[config.mk]
export PLATFORM = sky130hd
export DESIGN_NAME = vref_ramp_ctrl
export DESIGN_NICKNAME = d
export VERILOG_FILES = /design/src/rtl/vref_pkg.sv /design/src/rtl/vref_target_sel.sv /design/src/rtl/vref_step_timer.sv /design/src/rtl/vref_ramp_ctrl.sv
export SDC_FILE = /design/constraint.sdc
export NUM_CORES = 1
export LEC_CHECK = 0
export BUFFER_PORTS_ARGS = -buffer_cell sky130_fd_sc_hd__buf_2
export CAP_MARGIN = 25
export CELL_PAD_IN_SITES_DETAIL_PLACEMENT = 0
export CELL_PAD_IN_SITES_GLOBAL_PLACEMENT = 1
export CORE_MARGIN = 5
export CORE_UTILIZATION = 43
export DETAILED_ROUTE_END_ITERATION = 16
export GPL_TIMING_DRIVEN = 1
export PLACE_DENSITY_LB_ADDON = 0.1
export SLEW_MARGIN = 25
export SYNTH_ARGS = -nofsm -noshare
export SYNTH_HDL_FRONTEND = slang
export SYNTH_HIERARCHICAL = 1
export SYNTH_SLANG_ARGS = --single-unit
[constraint.sdc]
create_clock -name clk -period 2.52 [get_ports clk]
set_clock_uncertainty 0.15 [all_clocks]
set_input_delay 0.504 -clock clk [delete_from_list [all_inputs] [get_ports clk]]
set_output_delay 0.504 -clock clk [all_outputs]
set_load 0.01 [all_outputs]
[src/rtl/vref_pkg.sv]
package vref_pkg;

    typedef enum logic [2:0] {
        M_OFF  = 3'd0,
        M_SOFT = 3'd1,
        M_UP   = 3'd2,
        M_DOWN = 3'd3,
        M_IDLE = 3'd4
    } ramp_mode_e;

endpackage

[src/rtl/vref_target_sel.sv]
module vref_target_sel #(
    parameter int CODE_W = 7
) (
    input  logic              sel,
    input  logic [CODE_W-1:0] code_lo,
    input  logic [CODE_W-1:0] code_hi,
    output logic [CODE_W-1:0] tgt
);

    always_comb begin
        tgt = sel ? code_hi : code_lo;
    end

endmodule

[src/rtl/vref_step_timer.sv]
module vref_step_timer #(
    parameter int SLEW_W   = 3,
    parameter int BASE_DIV = 12
) (
    input  logic              clk,
    input  logic              rst_n,
    input  logic              run,
    input  logic [SLEW_W-1:0] slew,
    output logic              tick
);

    localparam int N_RATE  = 2 ** SLEW_W;
    localparam int MAX_PER = BASE_DIV * (2 ** (N_RATE - 1));
    localparam int LIM_W   = $clog2(MAX_PER + 1);

    logic [LIM_W-1:0] lim_tab [N_RATE];
    logic [LIM_W-1:0] cnt_d, cnt_q;

    // one terminal count per rate code, each twice the previous
    generate
        for (genvar i = 0; i < N_RATE; i++) begin : g_rate
            assign lim_tab[i] = LIM_W'(BASE_DIV * (2 ** i) - 1);
        end
    endgenerate

    always_comb begin
        tick  = run && (cnt_q >= lim_tab[slew]);
        if (!run || tick) begin
            cnt_d = '0;
        end else begin
            cnt_d = cnt_q + 1'b1;
        end
    end

    always_ff @(posedge clk or negedge rst_n) begin
        if (!rst_n) begin
            cnt_q <= '0;
        end else begin
            cnt_q <= cnt_d;
        end
    end

endmodule

[src/rtl/vref_ramp_ctrl.sv]
module vref_ramp_ctrl
    import vref_pkg::*;
#(
    parameter int CODE_W   = 7,
    parameter int SLEW_W   = 3,
    parameter int BASE_DIV = 12
) (
    input  logic              clk,
    input  logic              rst_n,
    input  logic              en,
    input  logic              sel,
    input  logic [CODE_W-1:0] code_lo,
    input  logic [CODE_W-1:0] code_hi,
    input  logic [SLEW_W-1:0] slew,
    input  logic              at_target,
    output logic [CODE_W-1:0] ref_code,
    output logic              sw_inhibit,
    output logic              sync_rect_inhibit,
    output logic              up_busy,
    output logic              dn_busy,
    output logic              done
);

    typedef struct packed {
        ramp_mode_e        mode;
        logic [CODE_W-1:0] ref_code;
        logic              done;
    } ramp_st_t;

    ramp_st_t          st_d, st_q;
    logic [CODE_W-1:0] tgt;
    logic              run;
    logic              tick;

    vref_target_sel #(.CODE_W(CODE_W)) u_sel (
        .sel     (sel),
        .code_lo (code_lo),
        .code_hi (code_hi),
        .tgt     (tgt)
    );

    assign run = en && ((st_q.mode == M_SOFT) || (st_q.mode == M_UP));

    vref_step_timer #(.SLEW_W(SLEW_W), .BASE_DIV(BASE_DIV)) u_tmr (
        .clk   (clk),
        .rst_n (rst_n),
        .run   (run),
        .slew  (slew),
        .tick  (tick)
    );

    always_comb begin
        st_d      = st_q;
        st_d.done = 1'b0;
        if (!en) begin
            st_d.mode     = M_OFF;
            st_d.ref_code = '0;
        end else begin
            unique case (st_q.mode)
                M_OFF: begin
                    st_d.mode     = M_SOFT;
                    st_d.ref_code = '0;
                end
                M_SOFT, M_UP: begin
                    if (st_q.ref_code == tgt) begin
                        st_d.mode = M_IDLE;
                        st_d.done = 1'b1;
                    end else if (st_q.ref_code > tgt) begin
                        st_d.mode = M_DOWN;
                    end else if (tick) begin
                        st_d.ref_code = st_q.ref_code + 1'b1;
                    end
                end
                M_DOWN: begin
                    if (tgt > st_q.ref_code) begin
                        st_d.mode = M_UP;
                    end else if (tgt == st_q.ref_code || at_target) begin
                        st_d.mode     = M_IDLE;
                        st_d.ref_code = tgt;
                        st_d.done     = 1'b1;
                    end
                end
                M_IDLE: begin
                    if (tgt > st_q.ref_code) begin
                        st_d.mode = M_UP;
                    end else if (tgt < st_q.ref_code) begin
                        st_d.mode = M_DOWN;
                    end
                end
                default: begin
                    st_d.mode     = M_OFF;
                    st_d.ref_code = '0;
                end
            endcase
        end
    end

    always_ff @(posedge clk or negedge rst_n) begin
        if (!rst_n) begin
            st_q <= '{mode: M_OFF, ref_code: '0, done: 1'b0};
        end else begin
            st_q <= st_d;
        end
    end

    assign ref_code          = st_q.ref_code;
    assign done              = st_q.done;
    assign up_busy           = (st_q.mode == M_SOFT) || (st_q.mode == M_UP);
    assign dn_busy           = (st_q.mode == M_DOWN);
    assign sw_inhibit        = (st_q.mode == M_DOWN);
    assign sync_rect_inhibit = (st_q.mode == M_SOFT);

endmodule

Word level (Yosys, flattened, before mapping)
Memories as Yosys holds them, arrays and structs flattened.
Index checks and enable logic that the tools add are counted.

word-level totals
  register bits = 22
  bits in read-only memories = 88
  output and inout bits = 12
  logic and storage cells = 58
  memories kept = 1

memories
  name              depth  width  rd ports  clocked after Yosys merged registers in  wr ports  line                   RTL
  (name not given)  8      11     1         0                                        0         vref_step_timer.sv:27  tick = run && (cnt_q >= lim_tab[slew]);

cells by class
  $add $sub $neg = 2
  magnitude comparators = 5
  equality and inequality tests = 15
  mux-type cells = 20
  bitwise operators = 1
  reduce and logical (&&, ||, !) cells = 10

operator list
  kind                                                                     count
  11-bit 2-to-1 mux                                                        4
  7-bit 2-to-1 mux                                                         4
  7-bit one-hot mux with 3 select lines                                    1
  3-bit 2-to-1 mux                                                         5
  7-bit == test                                                            2
  7-bit greater-than comparator                                            2
  3-bit inequality test, second input constant                             4
  3-bit one-hot mux with 4 select lines                                    1
  11-bit by 1-bit adder with 11-bit output, second input constant          1
  11-bit greater-or-equal comparator                                       1
  10-bit 2-to-1 mux                                                        1
  8-bit 2-to-1 mux                                                         1
  4-bit inequality test, second input constant                             2
  7-bit by 1-bit adder with 7-bit output, second input constant            1
  7-bit less-than comparator                                               1
  3-bit by 2-bit == test with 1-bit output, second input constant          2
  6-bit AND reduction                                                      1
  4-bit greater-or-equal comparator, second input constant                 1
  4-bit by 2-bit inequality test with 1-bit output, second input constant  1
  3-bit NOT with 4-bit output                                              1
  3-bit by 1-bit == test with 1-bit output, second input constant          1
  3-bit == test, second input constant                                     1
  3-bit zero test                                                          1
  1-bit logical OR                                                         3
  other kinds (8)                                                          10

Logic depth before layout (Yosys ltp)
Gate-level depths: netlist of the first run.

  depth in word-level cells = 11
  mapped depth = 11
  depth with buffers taken out = 10

Hierarchy
Netlist of the first run, hierarchy kept.

modules (own cells, without submodules)
  module           instances  cells an instance  area an instance (um2)  seq. area each (um2)
  vref_ramp_ctrl   1          107                1057.3                  275.3
  vref_step_timer  1          85                 790.8                   275.3
  vref_target_sel  1          8                  116.4                   0.0

Worst setup path after synthesis of the first run
No wires, ideal clock.

  path kind = input port to flip-flop
  start point = input slew[2]
  end point = register st_q, in the netlist ref_code[0]
  arrival time = 2725 ps
  data required time = 2238 ps
  setup slack = -487 ps
  cell stages on the path = 11
  path buffers = 1
  cell sequence = clkbuf_1 > nor2_1 > or2_2 > ha_1 > nand4_1 > o221a_2 > nor3b_2 > o21a_1 > o211ai_2 > a211oi_4 > o22ai_1

on the way
  word-level cells in the longest chain between the ends = 8

RTL lines
  what                                                  line                   RTL
  from (decl)                                           vref_ramp_ctrl.sv:14   input logic [SLEW_W-1:0] slew,
  3-bit NOT with 4-bit output (implied by the code)     vref_step_timer.sv:27
  memory read 8 x 11 bit                                -
  11-bit 2-to-1 mux (implied by the code) (2 in a row)  vref_step_timer.sv:27
  11-bit greater-or-equal comparator                    vref_step_timer.sv:27
  1-bit logical AND                                     vref_step_timer.sv:27
  net tick                                              vref_ramp_ctrl.sv:33   logic tick;
  3-bit inequality test (no line)                       -
  6-bit AND reduction (no line)                         -
  to (signal assigned)                                  vref_ramp_ctrl.sv:100  st_q <= '{mode: M_OFF, ref_code: '0, done: 1'b0};
  to (signal assigned)                                  vref_ramp_ctrl.sv:102  st_q <= st_d;
  to (decl)                                             vref_ramp_ctrl.sv:30   ramp_st_t st_d, st_q;

The timed path passes the listed nets, and every way through them passes these cells. The select of a mux whose other input is x is not followed.
A chain may end at the register's enable or synchronous reset.

Worst setup path in the final report of the first run
  start point = input slew[0]
  end point = register st_q, in the netlist ref_code[1]

Same word-level chain as after synthesis.

==> results of run 1 <==
-- worst max-delay path by stage --
stage                  from           to  slack, ns  cells after the start
floorplan           slew[2]  ref_code[0]      -0.13                     11
global placement    slew[0]  ref_code[6]      -0.24                     11
detailed placement  slew[0]  ref_code[3]      -0.34                     11
CTS                 slew[2]  ref_code[6]      0.002                     11
global route        slew[0]  ref_code[1]      -0.10                     11
finish              slew[0]  ref_code[1]      -0.03                     11
-- cell usage after synthesis (all sizes together) (2+ instances only) --
master   n
a32oi    7
mux2     9
o211ai   5
or2      3
inv     11
o21ai    4
nor2     6
nand2b   3
a31oi    2
xor2     6
nand4    4
a21o     2
nand3    9
xnor2    8
and2     2
o22ai    7
nand2    8
nor4     3
ha      18
nor3b    2
dfrtp   22
buf     15
nor3    15
a21oi   11
o21ba    2
-- critical path, cell delays in order --
cell and delay (ns):
buf_12 0.10, a21oi_2 0.05, or2_4 0.23, ha_4 0.27
nand4_1 0.10, o221a_2 0.27, nor3b_2 0.22, o21a_1 0.18
o211ai_2 0.13, a211o_4 0.43, o22ai_2 0.12
-- flip-flops by register name (all words and copies together) (netlist names) --
name,count
done,1
u_tmr/cnt_q,11
ref_code,7
st_q,3
-- layer usage --
metal | up-vias | global-route usage, %
met1 | 786 | 19.9
met4 | 0 | 7.04
met5 | - | 0
met3 | 8 | 1.04
met2 | 29 | 26.5
li1 | 821 | -
-- timing repair --
action                                  CTS  global route
endpoints found under the setup margin    7             8
hold buffers                              0             0
setup buffers                             1             0
pin swaps                                 0             9
gates resized for setup                   2            21
-- power by group through the flow --
stage               clock [mW]  combinational [mW]  sequential (mW)
global placement             0               0.578            0.457
CTS                      0.348               0.609            0.452
detailed placement           0               0.592            0.460
finish                   0.337               0.644            0.452
floorplan                    0               0.499            0.421
global route             0.361               0.708            0.461
-- cell families after synthesis --
group           count (synthesis)  share of synthesized area, %
simple gates                   61                          18.4
fa+ha+maj                      18                          11.5
mux                            10                          7.01
buf+inv                        27                          8.66
compound gates                 48                          20.2
flops                          22                          28.0
xor+xnor                       14                          6.24
-- cell usage in the layout (no fill, tap or decap), types with 2 or more instances in the layout --
| cell | count |
|---|---|
| nand2_1 | 8 |
| o22ai_2 | 7 |
| o211ai_1 | 3 |
| a21oi_1 | 9 |
| clkbuf_8 | 3 |
| o21ai_2 | 2 |
| a32oi_1 | 7 |
| nor3_1 | 14 |
| o211ai_2 | 2 |
| mux2_4 | 8 |
| buf_2 | 29 |
| nand4_1 | 3 |
| nand3_1 | 8 |
| nor4_1 | 2 |
| a21o_1 | 2 |
| ha_4 | 6 |
| buf_12 | 3 |
| xnor2_1 | 8 |
| nand2b_1 | 3 |
| ha_1 | 12 |
| dfrtp_1 | 22 |
| inv_1 | 11 |
| o21ai_0 | 2 |
| nor2_1 | 4 |
| buf_4 | 19 |
| xor2_1 | 6 |
-- stage by stage --
| stage | hold WS [ns] | power [mW] | util (%) | setup slack [ns] |
|---|---|---|---|---|
| finish | 0.0436 | 1.43 | 57.0 | -0.0344 |
| global route | 0.0851 | 1.53 | 57.0 | -0.101 |
| CTS | 0.0588 | 1.41 | 55.0 | 0.00187 |
| detailed placement | 0.356 | 1.05 | 53.0 | -0.336 |
| global placement | 0.339 | 1.03 | 53.0 | -0.236 |
| floorplan | 0.0584 | 0.920 | - | -0.127 |
-- cell type report --
cell class / instances / area, µm²
flip-flops and latches: 22 / 551
clock buffers: 3 / 41.3
inverters: 11 / 41.3
well taps: 52 / 65.1
multi-input cells: 151 / 1400
repair buffers: 53 / 367
clock inverters: 1 / 30.0
fillers: 392 / 1890
==> flow_metrics.py, run 1 <==
metrics = {
    "logic_synthesis": {
        "syn_area_per_cell_um2": 9.82,
        "ys_warn_count": 6,
        "synth_area_leader_cell": "dfrtp_1",
        "ys_ff_latch": 22,
        "synth.top_cell.area_share_pct": 28.0,
        "netlist_instances": 200,
        "synth_area_leaders": "dfrtp_1 28%, ha_1 11%, mux2_4 5.4%",
        "postSynth.asyncResetShare_pct": 100,
        "synth_edf_count": 0,
        "synthesis.area_um2": 1960,
        "syn_nets": 240,
        "synth_top_flop_cell": "dfrtp_1",
        "ys_seq_area_share_pct": 28.0,
        "ys_types": 56,
    },
    "layout": {
        "fin_area_um2": 2500,
        "stdcell_count": 293,
        "drive_gt1_share_pct": 41.9,
        "fin_nets": 282,
        "syn_to_final_growth_pct": 27.2,
        "antenna_cells": 0,
    },
    "cts": {
        "h-tree-depth": 1,
        "cts_tree": "built",
        "clkTransAtPathRegs_ns": 0.09,
        "cts_buffers": 3,
        "cts.sink_count": 22,
        "cts-root-buf": "clkbuf_8",
        "clockBufferDepth": 2,
        "clk_latency_ns": 0.27,
    },
    "hold_path": {
        "hold_class": "in2async",
    },
    "pwr": {
        "switchingPower_mw": 0.525,
        "p_int_mw": 0.907,
        "cellPowerDensity_nw_per_um2": 573,
        "p_clk_share_pct": 23.5,
        "p_comb_share_pct": 44.9,
        "p_leak_nw": 1.08,
        "p_sw_share_pct": 36.7,
        "ir_worst_vdd_uv": 366,
        "p_seq_share_pct": 31.5,
    },
    "setup_path": {
        "cp.arrival_ns": 2.60,
        "r2r_end": "ref_code[1]",
        "worstSetupStartpointType": "primary input",
        "cp_max_fo": 7,
        "end_kind": "flip-flop",
        "regToRegStartpoint": "u_tmr/cnt_q[5]",
        "r2r_slack_ns": 0.01,
        "critPathKind": "in2reg",
        "worst_ep_required_time_ns": 2.57,
        "r2r_cells": 8,
    },
    "sta": {
        "fmax_ghz": 0.391,
        "tightest_slew_ns": 0.508,
        "fin_crit_sh_pct": 101,
        "rsz0062_at_grt": "yes",
        "finalHoldViolCount": 0,
        "slew_headroom_pct": 66.1,
        "fin_crit_ns": 2.55,
        "finalSetupViolations": 7,
        "finalWorstSetupSlack_ns": -0.0344,
        "fin_setup_tns_ns": -0.122,
        "drv_slew": 0,
    },
    "floorplanning": {
        "std_cell_rows": 24,
        "die_h_um": 77.6,
        "ios": 34,
        "die_x_um": 77.6,
        "initial_core_util_pct": 44.8,
        "die_area_um2": 6020,
        "coreArea_um2": 4380,
    },
    "routing": {
        "vias_per_cell": 5.61,
        "m1WireLength_um": 2060,
        "first_pass_iters": 4,
        "dr_wl_met2_um": 2470,
        "vias": 1644,
        "dr_wl_met3_um": 104,
        "drc": 0,
        "wirelength_um": 4710,
        "ant_nets": 0,
        "top_layer": "met4",
        "drtIter0Drc": 76,
        "wl_per_cell_um": 16.1,
    },
    "place": {
        "gp_congestion": 0.830,
        "postPlaceCellArea_um2": 2320,
        "portBuffers": 33,
        "detailed_place_hpwl_um": 3770,
        "dp.cells": 288,
    },
    "run_status": {
        "status": "finished with violations",
        "violations": "setup timing",
    },
    "global_route": {
        "grt_max_degree": 23,
        "grt_pass1_vias": 1674,
        "grt_pass1_wl_um": 7820,
        "gr-total-overflow": 0,
        "grt_use_total_pct": 15.5,
        "antenna_found_initial": 0,
    },
    "job": {
        "cap_violations": 0,
    },
}
Power figures use the tool's default switching activity.
==> inputs of run 2 (changes only) <==
Settings changed: ABC_AREA set to 1, CORE_UTILIZATION 43 to 41.
==> flow_metrics.py, run 2 <==
metrics = {
    "logic_synthesis": {
        "synthesis.area_um2": 2210,
        "ys_seq_area_share_pct": 24.9,
        "synth_top_flop_cell": "dfrtp_1",
        "synth_commonest_cells": "99 x nand2_1, 38 x inv_1, 26 x nand3_1, 22 x dfrtp_1, 22 x nor2_1",
        "syn_area_per_cell_um2": 6.83,
        "ys_warn_count": 6,
        "postSynth.asyncResetShare_pct": 100,
        "ys_types": 30,
        "synth_area_leader_cell": "dfrtp_1",
        "netlist_instances": 324,
        "syn_nets": 364,
        "synth.top_cell.area_share_pct": 24.9,
        "ys_ff_latch": 22,
        "synth.most_common_cell": "nand2_1",
        "synth_edf_count": 0,
        "synth_area_leaders": "dfrtp_1 25%, nand2_1 17%, ha_1 10%",
    },
    "cts": {
        "clk_latency_ns": 0.26,
        "clkTransAtPathRegs_ns": 0.08,
        "cts_buffers": 3,
        "cts-root-buf": "clkbuf_8",
        "cts.sink_count": 22,
        "cts_tree": "built",
        "postCtsSetupRepairBufs": 0,
        "clockBufferDepth": 2,
        "h-tree-depth": 1,
    },
    "floorplanning": {
        "initial_core_util_pct": 42.8,
        "std_cell_rows": 26,
        "die_area_um2": 6970,
        "coreArea_um2": 5170,
        "die_h_um": 83.5,
        "ios": 34,
        "die_x_um": 83.5,
    },
    "routing": {
        "ant_nets": 0,
        "wl_per_cell_um": 11.7,
        "vias_per_cell": 4.71,
        "wirelength_um": 5030,
        "drtIter0Drc": 65,
        "drc": 0,
        "vias": 2028,
        "first_pass_iters": 4,
    },
    "sta": {
        "fin_setup_tns_ns": 0,
        "finalHoldViolCount": 0,
        "slew_headroom_pct": 66.8,
        "finalSetupViolations": 0,
        "tightest_slew_ns": 0.498,
        "fin_crit_sh_pct": 93.8,
        "fmax_ghz": 0.423,
        "fin_crit_ns": 2.36,
        "drv_slew": 0,
        "rsz0062_at_grt": "yes",
    },
    "setup_path": {
        "regToRegStartpoint": "u_tmr/cnt_q[3]",
        "cp-startpoint": "slew[2]",
        "worstSetupPathDepth": 17,
        "worstSetupStartpointType": "primary input",
        "cp_max_fo": 8,
        "r2r_slack_ns": 0.27,
        "cp-endpoint": "ref_code[6]",
        "slowest_stage": "ha_1",
        "worst_ep_required_time_ns": 2.57,
        "end_kind": "flip-flop",
        "cp.arrival_ns": 2.42,
        "path_delay_family": "simple AND/OR/NAND/NOR gates",
        "cp_cell_sequence": "clkbuf_4, nand2_1, a21boi_1, ha_1, nand2_2, nor2_1, nand3_1, nand2_1, nor2_2, a21boi_0, a21boi_2, nand2_2, nand2_2, nand2_4, nor2_8, nand3_1, nand2_1",
        "r2r_cells": 14,
        "crit_path_max_incr_delay_ns": 0.30,
        "r2r_end": "ref_code[6]",
        "path_buf_inv": 1,
        "critPathKind": "in2reg",
    },
    "place": {
        "detailed_place_hpwl_um": 4240,
        "portBuffers": 33,
        "postPlaceCellArea_um2": 2470,
        "gp_congestion": 0.874,
    },
    "hold_path": {
        "hold_class": "in2async",
    },
    "global_route": {
        "gr-total-overflow": 0,
        "grt_pass1_wl_um": 8780,
        "grt_use_total_pct": 15.1,
        "grt_pass1_vias": 2012,
        "grt_max_degree": 23,
        "antenna_found_initial": 0,
    },
    "run_status": {
        "status": "completed",
    },
    "layout": {
        "final_cell_mix": "98 x nand2_1, 37 x inv_1, 32 x buf_2",
        "fin_area_um2": 2570,
        "largest-register": "u_tmr/cnt_q",
        "largest_register_ffs": 11,
        "fin_nets": 402,
        "final_common_cell": "nand2_1",
        "drive_gt1_share_pct": 28.3,
        "syn_to_final_growth_pct": 16.1,
        "antenna_cells": 0,
    },
    "pwr": {
        "ir_worst_vdd_uv": 336,
        "cellPowerDensity_nw_per_um2": 544,
        "p_leak_nw": 1.32,
    },
    "job": {
        "cap_violations": 0,
    },
}
[run 2: worst register-to-register path, stage by stage, from the launching register on]
cell and delay, ns:
dfrtp_1 0.46, ha_1 0.31, nand2_1 0.08, nor2_2 0.11, nand2_1 0.07, nor2_2 0.09
nor2_2 0.05, a21boi_0 0.14, a21boi_2 0.19, nand2_2 0.06, nand2_2 0.07, nand2_4 0.10
nor2_8 0.18, nand3_1 0.09, nand2_1 0.06
[run 2: worst min-delay path by stage]
stage / from / endpoint / slack (ns) / depth (start not counted)
finish: rst_n / u_tmr/cnt_q[6] / 0.04 / 1
global route: rst_n / u_tmr/cnt_q[8] / 0.09 / 1
CTS: rst_n / u_tmr/cnt_q[8] / 0.06 / 1
detailed placement: rst_n / u_tmr/cnt_q[8] / 0.35 / 1
global placement: rst_n / u_tmr/cnt_q[7] / 0.35 / 1
floorplan: rst_n / done / 0.06 / 0
[run 2: cells by family after synthesis]
family / after synthesis / synth area share, %
DFF: 22 / 24.9
AOI/OAI and AO/OA: 29 / 8.42
adders and majority gates: 18 / 10.2
xor gates and xnor gates: 2 / 0.792
buffers and inverters: 56 / 11.7
and+or+nand+nor: 197 / 44.0
[run 2: stage by stage]
stage          hold slack [ns]  total power, mW  setup slack (ns)  utilization [%]  std cells
4_1_cts                 0.0609             1.41            0.0375             49.2        431
5_1_grt                 0.0891             1.52           -0.0159             49.7        431
2_1_floorplan           0.0584            0.896             0.151                -        324
6_report                0.0443             1.40             0.157             49.7        431
3_5_place_dp             0.354             1.07            -0.220             47.8        427
3_3_place_gp             0.352             1.07            -0.163             47.8        427
[run 2: what timing repair did]
item / 4_1_cts / 5_1_grt
gates resized for setup: 0 / 15
setup endpoints to repair: 0 / 7
hold buffers: 0 / 0
[run 2: final cells by class]
class | count | area (µm²)
fill | 535 | 2600
multi-input combinational | 246 | 1430
sequential | 22 | 551
timing repair buffer | 44 | 263
inverter | 45 | 169
tap | 70 | 87.6
clock buffer | 3 | 41.3
clock inverter | 1 | 30.0
[run 2: routing by layer]
layer  vias up  part of all wire (%)  routed length (µm)  global-route usage, %
li1       1098                     -                   -                      -
met1       909                    42                2090                   16.8
met2        17                    56                2820                   30.1
met3         4                   1.6                  81                   2.37
met4         0                  0.84                  42                   2.34
met5         -                     0                   0                      0
[run 2: power breakdown]
part           internal [mW]  leakage, nW  switching, mW
sequential             0.389        0.303         0.0374
clock                  0.212       0.0357          0.115
combinational          0.240        0.983          0.405
==> inputs of run 3 (changes only) <==
Settings changed: CELL_PAD_IN_SITES_DETAIL_PLACEMENT 0 to not set, CELL_PAD_IN_SITES_GLOBAL_PLACEMENT 1 to not set, CORE_UTILIZATION 41 to 45, PLACE_DENSITY set to 0.66, PLACE_DENSITY_LB_ADDON 0.1 to not set, TNS_END_PERCENT set to 1.
==> flow_metrics.py, run 3 (synthesis results as in run 2) <==
metrics = {
    "run_status": {
        "status": "completed",
    },
    "routing": {
        "drtIter0Drc": 68,
        "vias": 2016,
        "ant_nets": 0,
        "drc": 0,
        "first_pass_iters": 4,
        "wirelength_um": 4580,
        "wl_per_cell_um": 10.9,
        "vias_per_cell": 4.78,
    },
    "cts": {
        "cts_tree": "built",
        "clkTransAtPathRegs_ns": 0.08,
        "clk_latency_ns": 0.27,
        "cts_buffers": 3,
        "cts-root-buf": "clkbuf_8",
        "h-tree-depth": 1,
        "cts.sink_count": 22,
        "clockBufferDepth": 2,
    },
    "sta": {
        "drv_slew": 0,
        "fin_crit_sh_pct": 91.4,
        "finalHoldViolCount": 0,
        "fin_crit_ns": 2.30,
        "slew_headroom_pct": 66.9,
        "rsz0062_at_grt": "yes",
        "finalSetupViolations": 0,
        "fmax_ghz": 0.434,
        "whs_ns": 0.0430,
        "tightest_slew_ns": 0.496,
    },
    "global_route": {
        "met1_usage_pct": 19.6,
        "gr-max-usage-layer": "met2",
        "gr-total-overflow": 0,
        "grt_pass1_vias": 1973,
        "grt_use_met3_pct": 1.57,
        "met2_usage_pct": 29.9,
        "antenna_found_initial": 0,
        "grt_use_total_pct": 16.4,
        "grt_max_degree": 23,
        "grt_pass1_wl_um": 8550,
    },
    "layout": {
        "multi_input_area_um2": 1420,
        "largest_register_ffs": 11,
        "final_common_cell": "nand2_1",
        "fin_nets": 396,
        "final_util_pct": 52.6,
        "drive_gt1_share_pct": 26.2,
        "final_cell_mix": "98 x nand2_1, 38 x inv_1, 32 x buf_2",
        "regArea_um2": 551,
        "largest-register": "u_tmr/cnt_q",
        "syn_to_final_growth_pct": 12.9,
        "n_fill_cell": 500,
        "antenna_cells": 0,
        "fin_area_um2": 2500,
    },
    "setup_path": {
        "worst_ep_required_time_ns": 2.58,
        "cp_max_fo": 8,
        "r2r_slack_ns": 0.30,
        "worstSetupStartpointType": "primary input",
        "cp.arrival_ns": 2.36,
        "critPathKind": "in2reg",
        "end_kind": "flip-flop",
    },
    "place": {
        "gp_congestion": 0.835,
        "portBuffers": 33,
        "postPlaceCellArea_um2": 2410,
        "detailed_place_hpwl_um": 3900,
    },
    "hold_path": {
        "hold_class": "in2async",
    },
    "floorplanning": {
        "std_cell_rows": 25,
        "die_x_um": 80.1,
        "coreArea_um2": 4750,
        "initial_core_util_pct": 46.6,
        "ios": 34,
        "die_h_um": 80.1,
        "die_area_um2": 6420,
    },
    "job": {
        "cap_violations": 0,
    },
    "pwr": {
        "ir_worst_vdd_uv": 235,
        "p_leak_nw": 1.29,
        "cellPowerDensity_nw_per_um2": 549,
    },
}
run 3: stage by stage:
step	setup TNS, ns	cells	setup WS, ns	total power, mW
floorplan	0	324	0.151	0.896
finish	0	422	0.217	1.37
global placement	-0.693	418	-0.103	1.04
detailed placement	-1.09	418	-0.173	1.05
global route	-0.00367	422	-0.00347	1.49
CTS	0	422	0.105	1.38
run 3: area by class of cell:
type                       instances  area share, %
inverter                          45           6.76
sequential                        22           22.0
clock inverter                     1           1.20
tap                               67           3.35
clock buffer                       3           1.65
multi-input combinational        246           56.8
timing repair buffer              38           8.21
run 3: final timing paths:
kind | start | to | cells after the start
max | slew[2] | ref_code[2] | 17
min | rst_n | u_tmr/cnt_q[5] | 1
max reg2reg | u_tmr/cnt_q[7] | ref_code[2] | 14
min reg2reg | st_q[9] | st_q[9] | 2
max in group asynchronous | rst_n | u_tmr/cnt_q[4] | 1
min in group clk | st_q[9] | st_q[9] | 2
run 3: critical path: stages:
cell and delay, ns:
clkbuf_4 0.14, nand2_1 0.08, a21boi_1 0.13, ha_1 0.30, nand2_2 0.08, nor2_2 0.10, nand2_1 0.06, nor2_2 0.09
nor2_2 0.05, a21boi_1 0.11, a21boi_2 0.17, nand2_2 0.06, nand2_2 0.07, nand2_4 0.09, nor2_8 0.16, nand3_1 0.09
nand2_1 0.07
run 3: layer usage:
metal / up-vias / wire length (µm)
li1: 1081 / -
met1: 887 / 2000
met2: 39 / 2280
met3: 9 / 186
met4: 0 / 106
met5: - / 0
run 3: timing repair:
item | CTS | global route
resized for setup | 0 | 10
buffers inserted | 0 | 0
hold buffers | 0 | 0
endpoints found under the setup margin | 0 | 7
run 3: power breakdown:
group          switching (mW)  internal [mW]  total (mW)
logic                   0.387          0.221       0.608
registers              0.0452          0.389       0.435
clock network           0.118          0.212       0.330
total                   0.550          0.822        1.37
